**src/rtl/dpd_seq_pkg.sv**
```systemverilog
package dpd_seq_pkg;
   typedef enum logic [2:0] {
      ST_IDLE       = 3'd0,
      ST_ENABLED    = 3'd1,
      ST_ZZ_WAIT    = 3'd2,
      ST_DPD        = 3'd3,
      ST_EXIT_GUARD = 3'd4,
      ST_READY      = 3'd5
   } dpd_state_e;

   localparam int CFG_EN_BIT    = 4;
   localparam int CFG_ARR_LSB   = 0;
   localparam int CFG_ARR_W     = 3;
   localparam int CFG_TEMP_LSB  = 5;
   localparam int CFG_TEMP_W    = 2;

   function automatic longint us_to_cycles(input longint hz, input longint us);
      return (hz * us + 64'd999_999) / 64'd1_000_000;
   endfunction
endpackage

```
**src/rtl/dpd_rcr_shadow.sv**
```systemverilog
module dpd_rcr_shadow
   import dpd_seq_pkg::*;
#(
   parameter int               RCR_W   = 8,
   parameter int               ADDR_W  = 21,
   parameter logic [RCR_W-1:0] RST_VAL = '0
) (
   input  logic              clk,
   input  logic              rst_n,
   input  logic              wr_en,
   input  logic [RCR_W-1:0]  wdata,
   output logic [RCR_W-1:0]  cfg_q,
   output logic              en_now,
   output logic              en_next,
   output logic [CFG_TEMP_W-1:0] temp_sel,
   output logic [ADDR_W:0]   words
);
   localparam int NCODES = 1 << CFG_ARR_W;
   localparam logic [ADDR_W:0] FULL = (ADDR_W+1)'(1) << ADDR_W;

   logic [ADDR_W:0] lim [NCODES];

   always_ff @(posedge clk or negedge rst_n) begin
      if (!rst_n)     cfg_q <= RST_VAL;
      else if (wr_en) cfg_q <= wdata;
   end

   // Fraction table: halve per code up to one eighth, then nothing refreshed.
   for (genvar c = 0; c < NCODES; c++) begin : g_code
      if (c < 4) begin : g_part
         assign lim[c] = FULL >> c;
      end else begin : g_none
         assign lim[c] = '0;
      end
   end

   assign en_now   = cfg_q[CFG_EN_BIT];
   assign en_next  = wr_en ? wdata[CFG_EN_BIT] : cfg_q[CFG_EN_BIT];
   assign temp_sel = cfg_q[CFG_TEMP_LSB +: CFG_TEMP_W];
   assign words    = lim[cfg_q[CFG_ARR_LSB +: CFG_ARR_W]];
endmodule

```
**src/rtl/dpd_interval_timer.sv**
```systemverilog
module dpd_interval_timer #(
   parameter int CNT_W = 16
) (
   input  logic             clk,
   input  logic             rst_n,
   input  logic             load,
   input  logic [CNT_W-1:0] load_val,
   output logic             expire
);
   logic [CNT_W-1:0] cnt_q;

   always_ff @(posedge clk or negedge rst_n) begin
      if (!rst_n)            cnt_q <= '0;
      else if (load)         cnt_q <= load_val;
      else if (cnt_q != '0)  cnt_q <= cnt_q - 1'b1;
   end

   // Last counted cycle of the window: the owner moves on at this edge.
   assign expire = (cnt_q == CNT_W'(1));
endmodule

```
**src/rtl/dpd_cmd_gate.sv**
```systemverilog
module dpd_cmd_gate #(
   parameter int CMD_W = 4
) (
   input  logic             block,
   input  logic             host_valid,
   input  logic [CMD_W-1:0] host_cmd,
   output logic             host_ready,
   output logic             mem_valid,
   output logic [CMD_W-1:0] mem_cmd
);
   assign host_ready = !block;
   assign mem_valid  = host_valid && !block;
   assign mem_cmd    = block ? '0 : host_cmd;
endmodule

```
**src/rtl/psram_dpd_seq.sv**
```systemverilog
module psram_dpd_seq
   import dpd_seq_pkg::*;
#(
   parameter int               CLK_HZ   = 200_000_000,
   parameter int               ENTRY_US = 10,
   parameter int               GUARD_US = 150,
   parameter int               ADDR_W   = 21,
   parameter int               CMD_W    = 4,
   parameter int               RCR_W    = 8,
   parameter logic [RCR_W-1:0] RCR_RST  = '0
) (
   input  logic              clk,
   input  logic              rst_n,
   input  logic              cfg_wr,
   input  logic [RCR_W-1:0]  cfg_wdata,
   output logic [RCR_W-1:0]  rcr_q,
   output logic [1:0]        tcsr_sel,
   output logic [ADDR_W:0]   refr_words,
   input  logic              dpd_enter_req,
   input  logic              dpd_exit_req,
   input  logic              inval_clr,
   output logic              zz_n,
   output logic              busy,
   output logic              dpd_refused,
   output logic              data_invalid,
   input  logic              host_cmd_valid,
   input  logic [CMD_W-1:0]  host_cmd,
   output logic              host_cmd_ready,
   output logic              mem_cmd_valid,
   output logic [CMD_W-1:0]  mem_cmd
);
   localparam int ENTRY_CYC = int'(us_to_cycles(CLK_HZ, ENTRY_US)) + 1;
   localparam int GUARD_CYC = int'(us_to_cycles(CLK_HZ, GUARD_US));
   localparam int MAX_CYC   = (ENTRY_CYC > GUARD_CYC) ? ENTRY_CYC : GUARD_CYC;
   localparam int CNT_W     = $clog2(MAX_CYC + 1);
   localparam logic [CNT_W-1:0] ENTRY_CNT = CNT_W'(ENTRY_CYC);
   localparam logic [CNT_W-1:0] GUARD_CNT = CNT_W'(GUARD_CYC);

   if (CLK_HZ < 1_000_000) begin : g_chk_clk
      $error("psram_dpd_seq: CLK_HZ must be at least 1 MHz");
   end
   if (RCR_W < CFG_TEMP_LSB + CFG_TEMP_W) begin : g_chk_rcr
      $error("psram_dpd_seq: RCR_W too narrow for the temperature field");
   end
   if (ADDR_W < 3) begin : g_chk_addr
      $error("psram_dpd_seq: ADDR_W must be at least 3");
   end
   if (ENTRY_CYC < 2 || GUARD_CYC < 2) begin : g_chk_win
      $error("psram_dpd_seq: timing windows must span at least two cycles");
   end
   if (CMD_W < 1) begin : g_chk_cmd
      $error("psram_dpd_seq: CMD_W must be positive");
   end

   dpd_state_e       state_q, state_d;
   logic             quiet;
   logic             en_now, en_next;
   logic             wr_en;
   logic             tmr_load, tmr_expire;
   logic [CNT_W-1:0] tmr_val;
   logic             exit_pend_q;
   logic             reach_dpd;

   assign quiet = (state_q == ST_IDLE) || (state_q == ST_ENABLED) || (state_q == ST_READY);
   assign wr_en = cfg_wr && quiet;

   dpd_rcr_shadow #(
      .RCR_W   (RCR_W),
      .ADDR_W  (ADDR_W),
      .RST_VAL (RCR_RST)
   ) u_shadow (
      .clk      (clk),
      .rst_n    (rst_n),
      .wr_en    (wr_en),
      .wdata    (cfg_wdata),
      .cfg_q    (rcr_q),
      .en_now   (en_now),
      .en_next  (en_next),
      .temp_sel (tcsr_sel),
      .words    (refr_words)
   );

   dpd_interval_timer #(
      .CNT_W (CNT_W)
   ) u_timer (
      .clk      (clk),
      .rst_n    (rst_n),
      .load     (tmr_load),
      .load_val (tmr_val),
      .expire   (tmr_expire)
   );

   always_comb begin
      state_d  = state_q;
      tmr_load = 1'b0;
      tmr_val  = '0;
      unique case (state_q)
         ST_IDLE, ST_ENABLED, ST_READY: begin
            if (dpd_enter_req && en_now) begin
               state_d  = ST_ZZ_WAIT;
               tmr_load = 1'b1;
               tmr_val  = ENTRY_CNT;
            end else begin
               state_d = en_next ? ST_ENABLED : ST_IDLE;
            end
         end
         ST_ZZ_WAIT: begin
            if (tmr_expire) state_d = ST_DPD;
         end
         ST_DPD: begin
            if (dpd_exit_req || exit_pend_q) begin
               state_d  = ST_EXIT_GUARD;
               tmr_load = 1'b1;
               tmr_val  = GUARD_CNT;
            end
         end
         ST_EXIT_GUARD: begin
            if (tmr_expire) state_d = ST_READY;
         end
         default: state_d = ST_IDLE;
      endcase
   end

   assign reach_dpd = (state_q == ST_ZZ_WAIT) && tmr_expire;

   always_ff @(posedge clk or negedge rst_n) begin
      if (!rst_n) begin
         state_q      <= ST_IDLE;
         exit_pend_q  <= 1'b0;
         dpd_refused  <= 1'b0;
         data_invalid <= 1'b0;
      end else begin
         state_q     <= state_d;
         dpd_refused <= quiet && dpd_enter_req && !en_now;
         if (state_q == ST_ZZ_WAIT)
            exit_pend_q <= exit_pend_q || dpd_exit_req;
         else
            exit_pend_q <= 1'b0;
         if (reach_dpd)      data_invalid <= 1'b1;
         else if (inval_clr) data_invalid <= 1'b0;
      end
   end

   assign zz_n = !((state_q == ST_ZZ_WAIT) || (state_q == ST_DPD));
   assign busy = (state_q == ST_ZZ_WAIT) || (state_q == ST_DPD) || (state_q == ST_EXIT_GUARD);

   dpd_cmd_gate #(
      .CMD_W (CMD_W)
   ) u_gate (
      .block      (busy),
      .host_valid (host_cmd_valid),
      .host_cmd   (host_cmd),
      .host_ready (host_cmd_ready),
      .mem_valid  (mem_cmd_valid),
      .mem_cmd    (mem_cmd)
   );
endmodule

```
**config.mk**
```make
export PLATFORM = sky130hd
export DESIGN_NAME = psram_dpd_seq
export DESIGN_NICKNAME = d
export VERILOG_FILES = /design/src/rtl/dpd_seq_pkg.sv /design/src/rtl/dpd_rcr_shadow.sv /design/src/rtl/dpd_interval_timer.sv /design/src/rtl/dpd_cmd_gate.sv /design/src/rtl/psram_dpd_seq.sv
export SDC_FILE = /design/constraint.sdc
export NUM_CORES = 1
export LEC_CHECK = 0
export BUFFER_PORTS_ARGS = -buffer_cell sky130_fd_sc_hd__buf_2
export CORE_MARGIN = 10
export CORE_UTILIZATION = 44
export DETAILED_ROUTE_END_ITERATION = 6
export GPL_TIMING_DRIVEN = 0
export PLACE_DENSITY = 0.73
export SLEW_MARGIN = 20
export SYNTH_ARGS = -nofsm -noshare
export SYNTH_HDL_FRONTEND = slang
export SYNTH_SLANG_ARGS = --single-unit
```
**constraint.sdc**
```tcl
create_clock -name clk -period 1.8 [get_ports clk]
set_input_delay 0.18 -clock clk [delete_from_list [all_inputs] [get_ports clk]]
set_output_delay 0.18 -clock clk [all_outputs]
set_load 0.05 [all_outputs]
```
# Word-level counts from Yosys, hierarchy flattened
# Memories as Yosys holds them, arrays and structs flattened.
# Index checks and enable logic that the tools add are counted.
# totals
memories,1
mem_bits_rw,0
latch_bits,0
register_bits,29
rom_bits,176
out_inout_bits,42
inputBits,19
# memory_table
memory,words,width,rd,rd_ports_with_merged_regs,wr,line,source
(name not given),8,22,1,0,0,dpd_rcr_shadow.sv:40,assign words = lim[cfg_q[CFG_ARR_LSB +: CFG_ARR_W]];
# classes
addsub,1
n_mul,0
div_mod_pow,0
n_reduce_logical,20
n_shift,0
n_lt_le_gt_ge,1
n_eq_ne,9
mux,21
bitwise,1
# ops
cell,n
$mux W15,3
$mux W22,2
$pmux W15 S2,1
$eq A15 B1 Y1 const B,1
$reduce_bool A15 Y1,1
$sub A15 B1 Y15 const B,1
$pmux W3 S4,1
$mux W11,1
$mux W3,3
$mux W1,7
$eq A3 B2 Y1 const B,2
$eq A3 B3 Y1 const B,2
$logic_and A1 B1 Y1,6
$ne A2 B2 Y1 const B,3
$logic_or A1 B1 Y1,5
$ge A4 B4 Y1 const B,1
$mux W4,1
$not A3 Y4,1
$reduce_bool A2 Y1,2
$eq A3 B1 Y1 const B,1
$logic_not A1 Y1,3
$logic_not A3 Y1,1
$reduce_and A3 Y1,1
$reduce_or A3 Y1,1
other kinds (2),2

# Logic depth before layout (Yosys ltp)
# Gate-level depths: netlist of run 1.
# logic_depth
depth_word,8
ltp_mapped,7
mapped_depth_nobuf,6

# By module
# A second synthesis of run 1 with hierarchy kept.
# unflattened
hier_cells,196
hier_area_um2,1881.8
# modules_own_cells
module,n_inst,cells_each,area_per_inst_um2
dpd_interval_timer,1,111,982.2
dpd_rcr_shadow,1,43,521.8
psram_dpd_seq,1,36,342.8
dpd_cmd_gate,1,6,35.0

# Worst setup path before layout of run 1
# OpenSTA, ideal clock, no wires.
# synth_timing
path_kind,flip-flop to output port
start,reg state_q[1]
end,out mem_cmd[0]
t_arrival_ps,2041
path_buffers,1
required_time_ps,1620
path_slack_ps,-421
path_stages_with_launch,5
cell_sequence,dfrtp_1 > buf_2 > nor2b_1 > nor2_1 > and2_1
# synth_via
elab_chain_len,4
word_cells_on_any_way,6
classes_between,eq/ne: 3; mux: 1; reduce/logical: 2
# synth_rtl
element,line,source
from (decl),psram_dpd_seq.sv:55,"dpd_state_e state_q, state_d;"
from (signal assigned),psram_dpd_seq.sv:133,state_q <= state_d;
$eq A3 B2 Y1,psram_dpd_seq.sv:145,assign busy = (state_q == ST_ZZ_WAIT) || (state_q == ST_DPD) || (state_q == ST_EXIT_GUARD);
$logic_or A1 B1 Y1,psram_dpd_seq.sv:145,
$logic_or A1 B1 Y1 (*),psram_dpd_seq.sv:145,
$mux W4 (*),dpd_cmd_gate.sv:13,assign mem_cmd = block ? '0 : host_cmd;
to (decl),psram_dpd_seq.sv:30,output logic [CMD_W-1:0] mem_cmd
# Mark *: on every way between the ends. The rest lies on a longest branch, timed or not.

# Worst setup path in the final report of run 1
# layout_timing
start,reg u_timer.cnt_q[1]
end,reg u_timer.cnt_q[11]
# layout_via
elab_chain_len,3
word_cells_on_any_way,5
classes_between,add/sub: 1; mux: 2; reduce/logical: 2
# layout_rtl
element,line,source
from (decl),dpd_interval_timer.sv:10,logic [CNT_W-1:0] cnt_q;
from (signal assigned),dpd_interval_timer.sv:14,else if (load) cnt_q <= load_val;
from (signal assigned),dpd_interval_timer.sv:15,else if (cnt_q != '0) cnt_q <= cnt_q - 1'b1;
$sub A15 B1 Y15,dpd_interval_timer.sv:15,
$mux W15,dpd_interval_timer.sv:15,
$mux W15,dpd_interval_timer.sv:14,
# Several ways; a longest one is shown, not always the timed one. The select of a mux whose other input is x is not followed.
# A chain may end at the register's enable or synchronous reset.

==> qor.json, run 1 <==
{
  "initial_antenna_violation_count": 0,
  "area_of_the_core_sq_um": 3690,
  "h-tree-depth": 2,
  "crit-reg2reg-launch": "u_timer.cnt_q[1]",
  "number_of_max_slew_violations_in_the_final_report": 0,
  "rr_worst_depth": 6,
  "worstPathMaxFanout": 4,
  "power.density_cell_area_nw_per_um2": 1990,
  "critical_path.startpoint_type": "flop",
  "via_count": 1465,
  "route.detailed.drc": 0,
  "final_min_period_over_clock_period": 0.972,
  "clk_pin_slew_worst_paths_ps": 60,
  "yosysSeqAreaShare": 0.429,
  "grt_pass1_vias": 1356,
  "drt-total-wl_um": 4040,
  "synth_top_flop_cell": "sky130_fd_sc_hd__dfrtp_1",
  "finalClockSkew_ps": 5.65,
  "synth_seq_cells": 29,
  "sink_of_the_worst_hold_path": "data_invalid",
  "critical_r2r_capture": "u_timer.cnt_q[11]",
  "gp_routability_congestion": 0.823,
  "instances_no_fill": 295,
  "fp.dieArea_sq_um": 6720,
  "maximum_number_of_pins_on_one_net_before_global_route_repair": 30,
  "diodes": 0,
  "synth-async-reset-ratio": 1.00,
  "max-slew-margin-rel": 0.470,
  "top_level_ports": 61,
  "postRouteAntennaNets": 0,
  "dp.final_hpwl_um": 2970,
  "area.growth.synth_to_final_pct": 35.7,
  "netlist_instances": 173,
  "num_rows": 22,
  "die_w_um": 82.0,
  "whs_path_cells": 2,
  "hold_violations": 0,
  "vdd_ir_drop_max_v": 0.00125,
  "finalCriticalPeriod_ps": 1750,
  "drt-initial-drc-count": 104,
  "worst-endpoint-required_ps": 2000,
  "number_of_enable_flip_flop_cells_after_synthesis": 0,
  "clock_tree_from_tritoncts": "built",
  "clock_tree.root_cell": "sky130_fd_sc_hd__clkbuf_8",
  "first_pass_iters": 4,
  "cts_sinks": 29,
  "status": "finished clean",
  "grt-ovfl-total": 0,
  "route.detailed.vias_per_inst": 4.97,
  "netlist-cell-type-count": 44,
  "cp.arrival_ps": 1950,
  "portBuffers": 42,
  "synthesis.area_sq_um": 1690,
  "cp-end-kind": "flop",
  "grt_pass1_wl_um": 6110,
  "dp_cells": 280,
  "wire_per_inst_um": 13.7,
  "die_h_um": 82.0,
  "tritoncts.num_buffers": 5,
  "hp-class": "primary input to flop",
  "min_from": "inval_clr",
  "static-leakage-power_nw": 1.08,
  "worst-slew-pin-transition_ps": 792,
  "max_cap_viol_count": 0,
  "clk_latency_ps": 270,
  "crit_type": "flop to flop",
  "cts_max_path_buffers": 2,
  "finalSetupViolations": 0,
  "timing.hold.ws_ps": 76.3,
  "initial_utilization": 0.459,
  "synth.yosys.warnings": 0,
  "clock.fmax_mhz": 571,
  "ff2ff_setup_slack_ps": 50,
  "drive_gt1_frac": 0.401,
  "syn_area_per_cell_sq_um": 9.78,
  "gr-usage-all-layers": 0.114,
  "fin_nets": 267
}
==> cell usage in the layout (no fill, tap or decap), drive strengths merged, types with 3 or more instances in the layout <==
cell type	instances
clkbuf	11
nor3	8
mux2	8
buf	69
nor2b	3
nor4b	3
nand3	7
and2	6
nor2	9
a21oi	5
dfrtp	29
nand2	9
nand4	3
conb	18
o21ai	13
nand2b	3
inv	7
xor2	5
==> routing by layer <==
metal  GRT usage  vias to the layer above  routed length [um]
met2       0.185                       48                2010
li1            -                      730                   -
met3      0.0469                        9                 327
met1       0.130                      678                1620
met5           0                        -                   0
met4      0.0459                        0                  83
==> report_power, final <==
| part | internal [mW] | switching [mW] | total [mW] | leakage (nW) |
|---|---|---|---|---|
| combinational | 0.860 | 1.74 | 2.60 | 0.676 |
| sequential | 0.939 | 0.355 | 1.29 | 0.343 |
| clock | 0.450 | 0.232 | 0.683 | 0.0585 |
| total | 2.25 | 2.32 | 4.57 | 1.08 |
==> cell type report <==
cell class                      count  area [sq um]
Inverter                            7          26.3
Buffer                             24           171
Multi-Input combinational cell    129           891
Tap cell                           48          60.1
Sequential cell                    29           728
Clock inverter                      1          30.0
Clock buffer                        7          86.3
Timing Repair Buffer               50           302
Fill cell                         318          1390
==> worst max-delay path by stage <==
| stage | end | slack [ps] | cells after the start | startpoint |
|---|---|---|---|---|
| 5_1_grt | u_timer.cnt_q[8] | -30 | 4 | u_timer.cnt_q[2] |
| 3_3_place_gp | u_timer.cnt_q[11] | -80 | 7 | u_timer.cnt_q[0] |
| 2_1_floorplan | refr_words[20] | -270 | 1 | u_shadow.cfg_q[0] |
| 6_report | u_timer.cnt_q[11] | 50 | 6 | u_timer.cnt_q[1] |
| 4_1_cts | u_timer.cnt_q[11] | 4 | 7 | u_timer.cnt_q[1] |
| 3_5_place_dp | u_timer.cnt_q[11] | -100 | 7 | u_timer.cnt_q[0] |
==> cell usage after synthesis, types with 3 or more instances <==
library cell,number,area share
sky130_fd_sc_hd__nand2_1,9,0.020
sky130_fd_sc_hd__inv_1,5,0.011
sky130_fd_sc_hd__buf_4,21,0.093
sky130_fd_sc_hd__mux2_1,8,0.053
sky130_fd_sc_hd__o21ai_1,10,0.030
sky130_fd_sc_hd__a21oi_1,5,0.015
sky130_fd_sc_hd__and2_1,6,0.022
sky130_fd_sc_hd__nand4_1,3,0.011
sky130_fd_sc_hd__nand2b_1,3,0.011
sky130_fd_sc_hd__nor4b_1,3,0.016
sky130_fd_sc_hd__o21ai_0,3,0.0089
sky130_fd_sc_hd__nand3_1,7,0.021
sky130_fd_sc_hd__nor2b_1,3,0.011
sky130_fd_sc_hd__nor2_1,9,0.020
sky130_fd_sc_hd__dfrtp_1,29,0.43
sky130_fd_sc_hd__xor2_1,5,0.026
sky130_fd_sc_hd__nor3_1,7,0.021
==> worst max-delay path, cell delays in order (launching register included) <==
cell,delay (ps)
sky130_fd_sc_hd__dfrtp_1,380
sky130_fd_sc_hd__inv_2,70
sky130_fd_sc_hd__ha_4,170
sky130_fd_sc_hd__nor4b_2,160
sky130_fd_sc_hd__and4_4,230
sky130_fd_sc_hd__or4b_4,510
sky130_fd_sc_hd__a21oi_2,140
==> through the flow <==
step / instance area, sq um / utilization / TNS (ps) / setup slack (ps) / total power, mW
final: 2290 / 0.622 / 0 / 49.8 / 4.57
after global routing: 2290 / 0.622 / -93.2 / -32.2 / 4.86
after CTS: 2190 / 0.594 / 0 / 4.38 / 4.41
after detailed placement: 2050 / 0.555 / -152 / -102 / 3.67
after global placement: 2050 / 0.555 / -79.2 / -79.2 / 3.64
after floorplan: 1780 / - / -662 / -266 / 3.15
==> registers in the layout, summed over array words and instances, names as in the netlist <==
name,cells
exit_pend_q,1
state_q,3
u_shadow.cfg_q,8
dpd_refused,1
data_invalid,1
u_timer.cnt_q,15
==> what timing repair did <==
item / in CTS / in global routing
pin swaps: 1 / 5
setup endpoints to repair: 14 / 18
gates resized for setup: 2 / 19
hold endpoints to repair: 29 / 0
buffers inserted: 2 / 5
hold buffers: 1 / 0
==> cells by family after synthesis <==
group	Yosys count	synth area share
AO/OA/AOI/OAI	30	0.115
XOR/XNOR	6	0.0311
adder cells (fa/ha/maj)	2	0.0148
buffers and inverters	32	0.124
flip-flops	29	0.429
multiplexers	8	0.0533
other	1	0.00222
AND/OR/NAND/NOR	65	0.232
Note: power is estimated with default switching activity, not from simulation.
==> run 2: changes to the inputs <==
Settings changed: CORE_MARGIN 10 to default.
==> qor.json, run 2 (synthesis results as in run 1) <==
{
  "status": "finished clean",
  "largest_reg_flops": {"value": 15, "change": "unchanged"},
  "fin_nets": {"value": 265, "change": "-0.75%"},
  "gp_routability_congestion": {"value": 0.813, "change": "-1.1%"},
  "cts_sinks": {"value": 29, "change": "unchanged"},
  "portBuffers": {"value": 42, "change": "unchanged"},
  "static-leakage-power": {"value": 1.05, "unit": "nW", "change": "-2.2%"},
  "critical_path.startpoint_type": "flop",
  "initial_utilization": {"value": 0.462, "change": "+0.00345"},
  "clock_tree_from_tritoncts": "built",
  "finalSetupViolations": {"value": 0, "change": "unchanged"},
  "max-slew-margin-rel": {"value": 0.510, "change": "+0.0395"},
  "hp-class": "primary input to flop",
  "route.detailed.vias_per_inst": {"value": 4.95, "change": "-0.42%"},
  "timing.final.ws_setup": {"value": 73.4, "unit": "ps", "change": "+23.7 ps"},
  "route.detailed.drc": {"value": 0, "change": "unchanged"},
  "worst-slew-pin-transition": {"value": 733, "unit": "ps", "change": "-59.0 ps"},
  "first_pass_iters": {"value": 4, "change": "unchanged"},
  "wire_per_inst": {"value": 11.4, "unit": "um", "change": "-17%"},
  "share_comb_of_total_power": {"value": 0.586, "change": "+0.018"},
  "drt-initial-drc-count": {"value": 36, "change": "-65%"},
  "grt_pass1_vias": {"value": 1304, "change": "-3.8%"},
  "crit_type": "flop to output port",
  "h-tree-depth": {"value": 2, "change": "unchanged"},
  "internal_power": {"value": 2.04, "unit": "mW", "change": "-9.2%"},
  "via_count": {"value": 1449, "change": "-1.1%"},
  "power.density_cell_area": {"value": 1940, "unit": "nW/um^2", "change": "-2.8%"},
  "final_min_period_over_clock_period": {"value": 0.959, "change": "-0.0132"},
  "power_frac_seq": {"value": 0.297, "change": "+0.014"},
  "clk_latency": {"value": 280, "unit": "ps", "change": "about the same"},
  "hold_violations": {"value": 0, "change": "unchanged"},
  "largestRegisters": "u_timer.cnt_q: 15 flops, u_shadow.cfg_q: 8 flops, state_q: 3 flops",
  "p_clk_frac": {"value": 0.117, "change": "-0.032"},
  "number_of_max_slew_violations_in_the_final_report": {"value": 0, "change": "unchanged"},
  "clock.fmax": {"value": 579, "unit": "MHz", "change": "+1.4%"},
  "fp.dieArea": {"value": 4100, "unit": "sq um", "change": "-39%"},
  "cp-end-kind": "output port",
  "most-common-layout-cells": "sky130_fd_sc_hd__buf_2 (40), sky130_fd_sc_hd__buf_4 (27), sky130_fd_sc_hd__dfrtp_1 (27), sky130_fd_sc_hd__conb_1 (18), sky130_fd_sc_hd__o21ai_1 (10)",
  "clock_tree.root_cell": "sky130_fd_sc_hd__clkbuf_8",
  "max_cap_viol_count": {"value": 0, "change": "unchanged"},
  "setup-tns-final": {"value": 0, "unit": "ps", "change": "unchanged"},
  "multi_input_comb_area": {"value": 892, "unit": "sq um", "change": "+0.14%"},
  "worstPathMaxFanout": {"value": 9, "change": "+5"},
  "tritoncts.num_buffers": {"value": 5, "change": "unchanged"},
  "grt-ovfl-total": {"value": 0, "change": "unchanged"},
  "die_w": {"value": 64.0, "unit": "um", "change": "-22%"},
  "drt-total-wl": {"value": 3340, "unit": "um", "change": "-17%"},
  "switching_power": {"value": 2.28, "unit": "mW", "change": "-1.8%"},
  "unrepaired_setup_endpoints_after_global_routing": "no",
  "diodes": {"value": 0, "change": "unchanged"},
  "finalClockSkew": {"value": 7.96, "unit": "ps", "change": "+2.31 ps"},
  "min_from": "inval_clr",
  "gr-usage-all-layers": {"value": 0.178, "change": "+0.0644"},
  "worst-endpoint-required": {"value": 1620, "unit": "ps", "change": "-380 ps"},
  "clk_pin_slew_worst_paths": {"value": 60, "unit": "ps", "change": "about the same"},
  "initial_antenna_violation_count": {"value": 0, "change": "unchanged"},
  "report.power.total": {"value": 4.32, "unit": "mW", "change": "-5.5%"},
  "finalCriticalPeriod": {"value": 1730, "unit": "ps", "change": "-23.7 ps"},
  "switching_share": {"value": 0.528, "change": "+0.0195"},
  "pre_cts_slack": {"value": -113, "unit": "ps", "change": "-11.4 ps"},
  "dp.final_hpwl": {"value": 2440, "unit": "um", "change": "-18%"},
  "die_h": {"value": 64.0, "unit": "um", "change": "-22%"},
  "num_rows": {"value": 22, "change": "unchanged"},
  "num-fill-cells": {"value": 327, "change": "+2.8%"},
  "area.growth.synth_to_final_pct": 31.9,
  "drive_gt1_frac": {"value": 0.396, "change": "-0.00489"},
  "area_of_the_core": {"value": 3660, "unit": "sq um", "change": "-0.75%"},
  "grt_pass1_wl": {"value": 5600, "unit": "um", "change": "-8.5%"},
  "maximum_number_of_pins_on_one_net_before_global_route_repair": {"value": 30, "change": "unchanged"},
  "registers.top_by_ff_count": "u_timer.cnt_q",
  "cts_max_path_buffers": {"value": 2, "change": "unchanged"},
  "crit-reg2reg-launch": "u_timer.cnt_q[3]",
  "seqCellArea": {"value": 728, "unit": "sq um", "change": "unchanged"},
  "top_level_ports": {"value": 61, "change": "unchanged"},
  "vdd_ir_drop_max": {"value": 0.00119, "unit": "V", "change": "-5.3%"},
  "cp.arrival": {"value": 1550, "unit": "ps", "change": "-400 ps"},
  "timing.critical_path.from": "state_q[0]",
  "layout_commonest_cell": "sky130_fd_sc_hd__buf_2",
  "postRouteAntennaNets": {"value": 0, "change": "unchanged"}
}
## run 2: final cells by class
type | instances | area share
clock buffers | 6 | 0.0325
repair buffers | 48 | 0.120
inverters | 7 | 0.0129
clock inverters | 2 | 0.00449
flip-flops and latches | 29 | 0.326
well taps | 48 | 0.0269
plain buffers | 24 | 0.0768
multi-input cells | 129 | 0.400
## run 2: final timing paths
kind / end / slack (ps) / cells after the start
setup / recovery: mem_cmd[2] / 70 / 6
hold / removal: data_invalid / 70 / 2
setup reg to reg: u_timer.cnt_q[10] / 80 / 4
hold reg to reg: u_shadow.cfg_q[7] / 500 / 1
max in group asynchronous: u_timer.cnt_q[1] / 880 / 2
min in group asynchronous: u_timer.cnt_q[8] / 470 / 2
## run 2: timing repair
item,4_1_cts,5_1_grt
setup endpoints to repair,9,18
hold buffers,1,0
hold endpoints to repair,29,0
gates cloned,0,0
resized for setup,4,15
pin swaps,0,6
buffers inserted,2,3
## run 2: routing by layer
metal	GRT usage	routed length, um
met5	0	0
met4	0.0938	72
met3	0.0429	153
met2	0.286	1630
met1	0.220	1480
## run 2: power by group through the flow
stage,Combinational (mW),Sequential (mW),Clock [mW]
6_report,2.53,1.28,0.505
5_1_grt,2.72,1.33,0.549
4_1_cts,2.44,1.25,0.521
3_5_place_dp,2.36,1.28,0
3_3_place_gp,2.35,1.26,0
2_1_floorplan,1.63,1.52,0
## run 2: worst max-delay path, cell delays in order (launching register included)
cell and delay [ps]:
sky130_fd_sc_hd__dfrtp_1 350, sky130_fd_sc_hd__buf_2 160, sky130_fd_sc_hd__nand2b_4 160, sky130_fd_sc_hd__nor2_2 170, sky130_fd_sc_hd__nor2_4 60, sky130_fd_sc_hd__and2_1 150
sky130_fd_sc_hd__clkbuf_4 200
## run 2: through the flow
stage                     area (sq um)  std cells  utilization  hold WS, ps
after global routing              2230        293        0.609         73.0
after floorplan                   1780        190            -         -116
after CTS                         2160        291        0.590         66.0
after global placement            2050        280        0.559          252
final                             2230        293        0.609         71.5
after detailed placement          2050        280        0.559          243
==> run 3: changes to the inputs <==
--- a/config.mk
+++ b/config.mk
@@ -10,4 +10,5 @@
 export DETAILED_ROUTE_END_ITERATION = 6
 export GPL_TIMING_DRIVEN = 0
+export MAX_ROUTING_LAYER = met4
 export PLACE_DENSITY = 0.73
 export SLEW_MARGIN = 20
==> constraint.sdc (replaced) <==
create_clock -name clk -period 1.8 [get_ports clk]
set_input_delay 0.27 -clock clk [delete_from_list [all_inputs] [get_ports clk]]
set_output_delay 0.27 -clock clk [all_outputs]
set_load 0.05 [all_outputs]
==> qor.json, run 3 (synthesis results as in run 1) <==
{
  "status": "finished clean",
  "power.density_cell_area": {"value": 2010, "unit": "nW/um^2", "change": "+4.0%"},
  "layout_commonest_cell": "sky130_fd_sc_hd__buf_2",
  "largestRegisters": "u_timer.cnt_q: 15 flops, u_shadow.cfg_q: 8 flops, state_q: 3 flops",
  "portBuffers": {"value": 42, "change": "unchanged"},
  "largest_reg_flops": {"value": 15, "change": "unchanged"},
  "top_layer_used": "met4",
  "dp.final_hpwl": {"value": 2500, "unit": "um", "change": "+2.7%"},
  "via_count": {"value": 1472, "change": "+1.6%"},
  "initial_antenna_violation_count": {"value": 0, "change": "unchanged"},
  "gr-usage-all-layers": {"value": 0.184, "change": "+0.00622"},
  "tritoncts.num_buffers": {"value": 5, "change": "unchanged"},
  "registers.top_by_ff_count": "u_timer.cnt_q",
  "most-common-layout-cells": "sky130_fd_sc_hd__buf_2 (36), sky130_fd_sc_hd__buf_4 (30), sky130_fd_sc_hd__dfrtp_1 (27), sky130_fd_sc_hd__conb_1 (18), sky130_fd_sc_hd__o21ai_1 (10)",
  "cp-end-kind": "flop",
  "grt_pass1_vias": {"value": 1308, "change": "+0.31%"},
  "critical_path.startpoint_type": "flop",
  "report.power.total": {"value": 4.62, "unit": "mW", "change": "+6.9%"},
  "num_rows": {"value": 22, "change": "unchanged"},
  "hp-class": "primary input to asynchronous set/reset pin",
  "clock.fmax": {"value": 558, "unit": "MHz", "change": "-3.7%"},
  "h-tree-depth": {"value": 2, "change": "unchanged"},
  "worst-endpoint-required": {"value": 2010, "unit": "ps", "change": "+390 ps"},
  "unrepaired_setup_endpoints_after_global_routing": "yes",
  "fin_nets": {"value": 267, "change": "+0.75%"},
  "final_min_period_over_clock_period": {"value": 0.996, "change": "+0.0369"},
  "fp.dieArea": {"value": 4100, "unit": "sq um", "change": "unchanged"},
  "hold_violations": {"value": 0, "change": "unchanged"},
  "clk_latency": {"value": 280, "unit": "ps", "change": "about the same"},
  "number_of_max_slew_violations_in_the_final_report": {"value": 0, "change": "unchanged"},
  "static-leakage-power": {"value": 1.08, "unit": "nW", "change": "+2.2%"},
  "cts_sinks": {"value": 29, "change": "unchanged"},
  "drive_gt1_frac": {"value": 0.409, "change": "+0.0130"},
  "finalCriticalPeriod": {"value": 1790, "unit": "ps", "change": "+66.4 ps"},
  "die_w": {"value": 64.0, "unit": "um", "change": "unchanged"},
  "crit_type": "flop to flop",
  "grt-ovfl-total": {"value": 0, "change": "unchanged"},
  "gp_routability_congestion": {"value": 0.850, "change": "+4.5%"},
  "route.detailed.vias_per_inst": {"value": 4.99, "change": "+0.90%"},
  "dp_cells": {"value": 280, "change": "unchanged"},
  "postRouteAntennaNets": {"value": 0, "change": "unchanged"},
  "wl_met3": {"value": 136, "unit": "um", "change": "-11%"},
  "area.growth.synth_to_final_pct": 35.6,
  "max_cap_viol_count": {"value": 0, "change": "unchanged"},
  "worstPathMaxFanout": {"value": 8, "change": "-1"},
  "vdd_ir_drop_max": {"value": 0.00154, "unit": "V", "change": "+30%"},
  "wire_per_inst": {"value": 11.8, "unit": "um", "change": "+3.3%"},
  "maximum_number_of_pins_on_one_net_before_global_route_repair": {"value": 30, "change": "unchanged"},
  "instances_no_fill": {"value": 295, "change": "+0.68%"},
  "met2RoutedLength": {"value": 1760, "unit": "um", "change": "+7.7%"},
  "route.detailed.drc": {"value": 0, "change": "unchanged"},
  "max-slew-margin-rel": {"value": 0.464, "change": "-0.0461"},
  "finalSetupViolations": {"value": 0, "change": "unchanged"},
  "top_level_ports": {"value": 61, "change": "unchanged"},
  "worst-slew-pin-transition": {"value": 802, "unit": "ps", "change": "+69.0 ps"},
  "cts_hold_repair.buffers": {"value": 0, "change": "-1"},
  "clk_pin_slew_worst_paths": {"value": 60, "unit": "ps", "change": "about the same"},
  "cp.arrival": {"value": 2000, "unit": "ps", "change": "+450 ps"},
  "finalClockSkew": {"value": 4.66, "unit": "ps", "change": "-3.30 ps"},
  "drt-total-wl": {"value": 3470, "unit": "um", "change": "+4.0%"},
  "diodes": {"value": 0, "change": "unchanged"},
  "grt_pass1_wl": {"value": 5660, "unit": "um", "change": "+1.2%"},
  "initial_utilization": {"value": 0.462, "change": "unchanged"},
  "first_pass_iters": {"value": 4, "change": "unchanged"},
  "die_h": {"value": 64.0, "unit": "um", "change": "unchanged"},
  "cts_max_path_buffers": {"value": 2, "change": "unchanged"},
  "clock_tree.root_cell": "sky130_fd_sc_hd__clkbuf_8",
  "drt-initial-drc-count": {"value": 33, "change": "-8.3%"},
  "area_of_the_core": {"value": 3660, "unit": "sq um", "change": "unchanged"},
  "met1_length": {"value": 1540, "unit": "um", "change": "+4.1%"},
  "clock_tree_from_tritoncts": "built"
}
==> run 3: worst max-delay path, stage by stage (launching register included) <==
cell	delay, ps
sky130_fd_sc_hd__dfrtp_2	370
sky130_fd_sc_hd__inv_2	60
sky130_fd_sc_hd__ha_4	170
sky130_fd_sc_hd__nor4b_2	170
sky130_fd_sc_hd__and4_4	200
sky130_fd_sc_hd__buf_6	130
sky130_fd_sc_hd__or4b_4	510
sky130_fd_sc_hd__a21oi_2	120
==> run 3: report_power, final <==
group	leakage [nW]	switching, mW	internal [mW]
logic	0.676	1.72	0.929
clock network	0.0585	0.239	0.450
registers	0.343	0.347	0.938
total	1.08	2.30	2.32
==> run 3: timing repair <==
item | in CTS | in global routing
gates cloned | 0 | 0
setup buffers | 3 | 5
resized for setup | 15 | 6
setup endpoints to repair | 10 | 17
pin swaps | 2 | 4
==> run 3: layout make-up <==
class	count	area (sq um)
fillers	327	1370
multi-input cells	129	882
flip-flops and latches	29	728
repair buffers	50	300
plain buffers	24	180
clock buffers	7	86.3
well taps	48	60.1
clock inverters	1	30.0
inverters	7	26.3
==> run 3: through the flow <==
step	cell area, sq um	util	worst slack, ps	setup TNS (ps)	hold WS [ps]
finish	2290	0.626	7.02	0	2.06
detailed placement	2050	0.560	-119	-123	334
global route	2290	0.626	-76.6	-81.6	55.1
CTS	2240	0.612	5.49	0	34.8
global placement	2050	0.560	-82.1	-82.1	337
floorplan	1780	-	-356	-938	-25.6
==> run 3: final timing paths <==
path	start	to	slack (ps)	depth (start not counted)
min in group clk	inval_clr	data_invalid	170	2
max in group asynchronous	rst_n	u_timer.cnt_q[1]	1350	1
worst min register to register	u_shadow.cfg_q[3]	u_shadow.cfg_q[3]	490	1
worst max register to register	u_timer.cnt_q[1]	u_timer.cnt_q[11]	7	7
worst max-delay path	u_timer.cnt_q[1]	u_timer.cnt_q[11]	7	7
worst min-delay path	rst_n	u_timer.cnt_q[9]	2	1
==> run 3: per-layer routing <==
layer	vias up	track usage
li1	730	-
met4	0	0.0682
met1	704	0.215
met5	-	-
met2	34	0.305
met3	4	0.0482
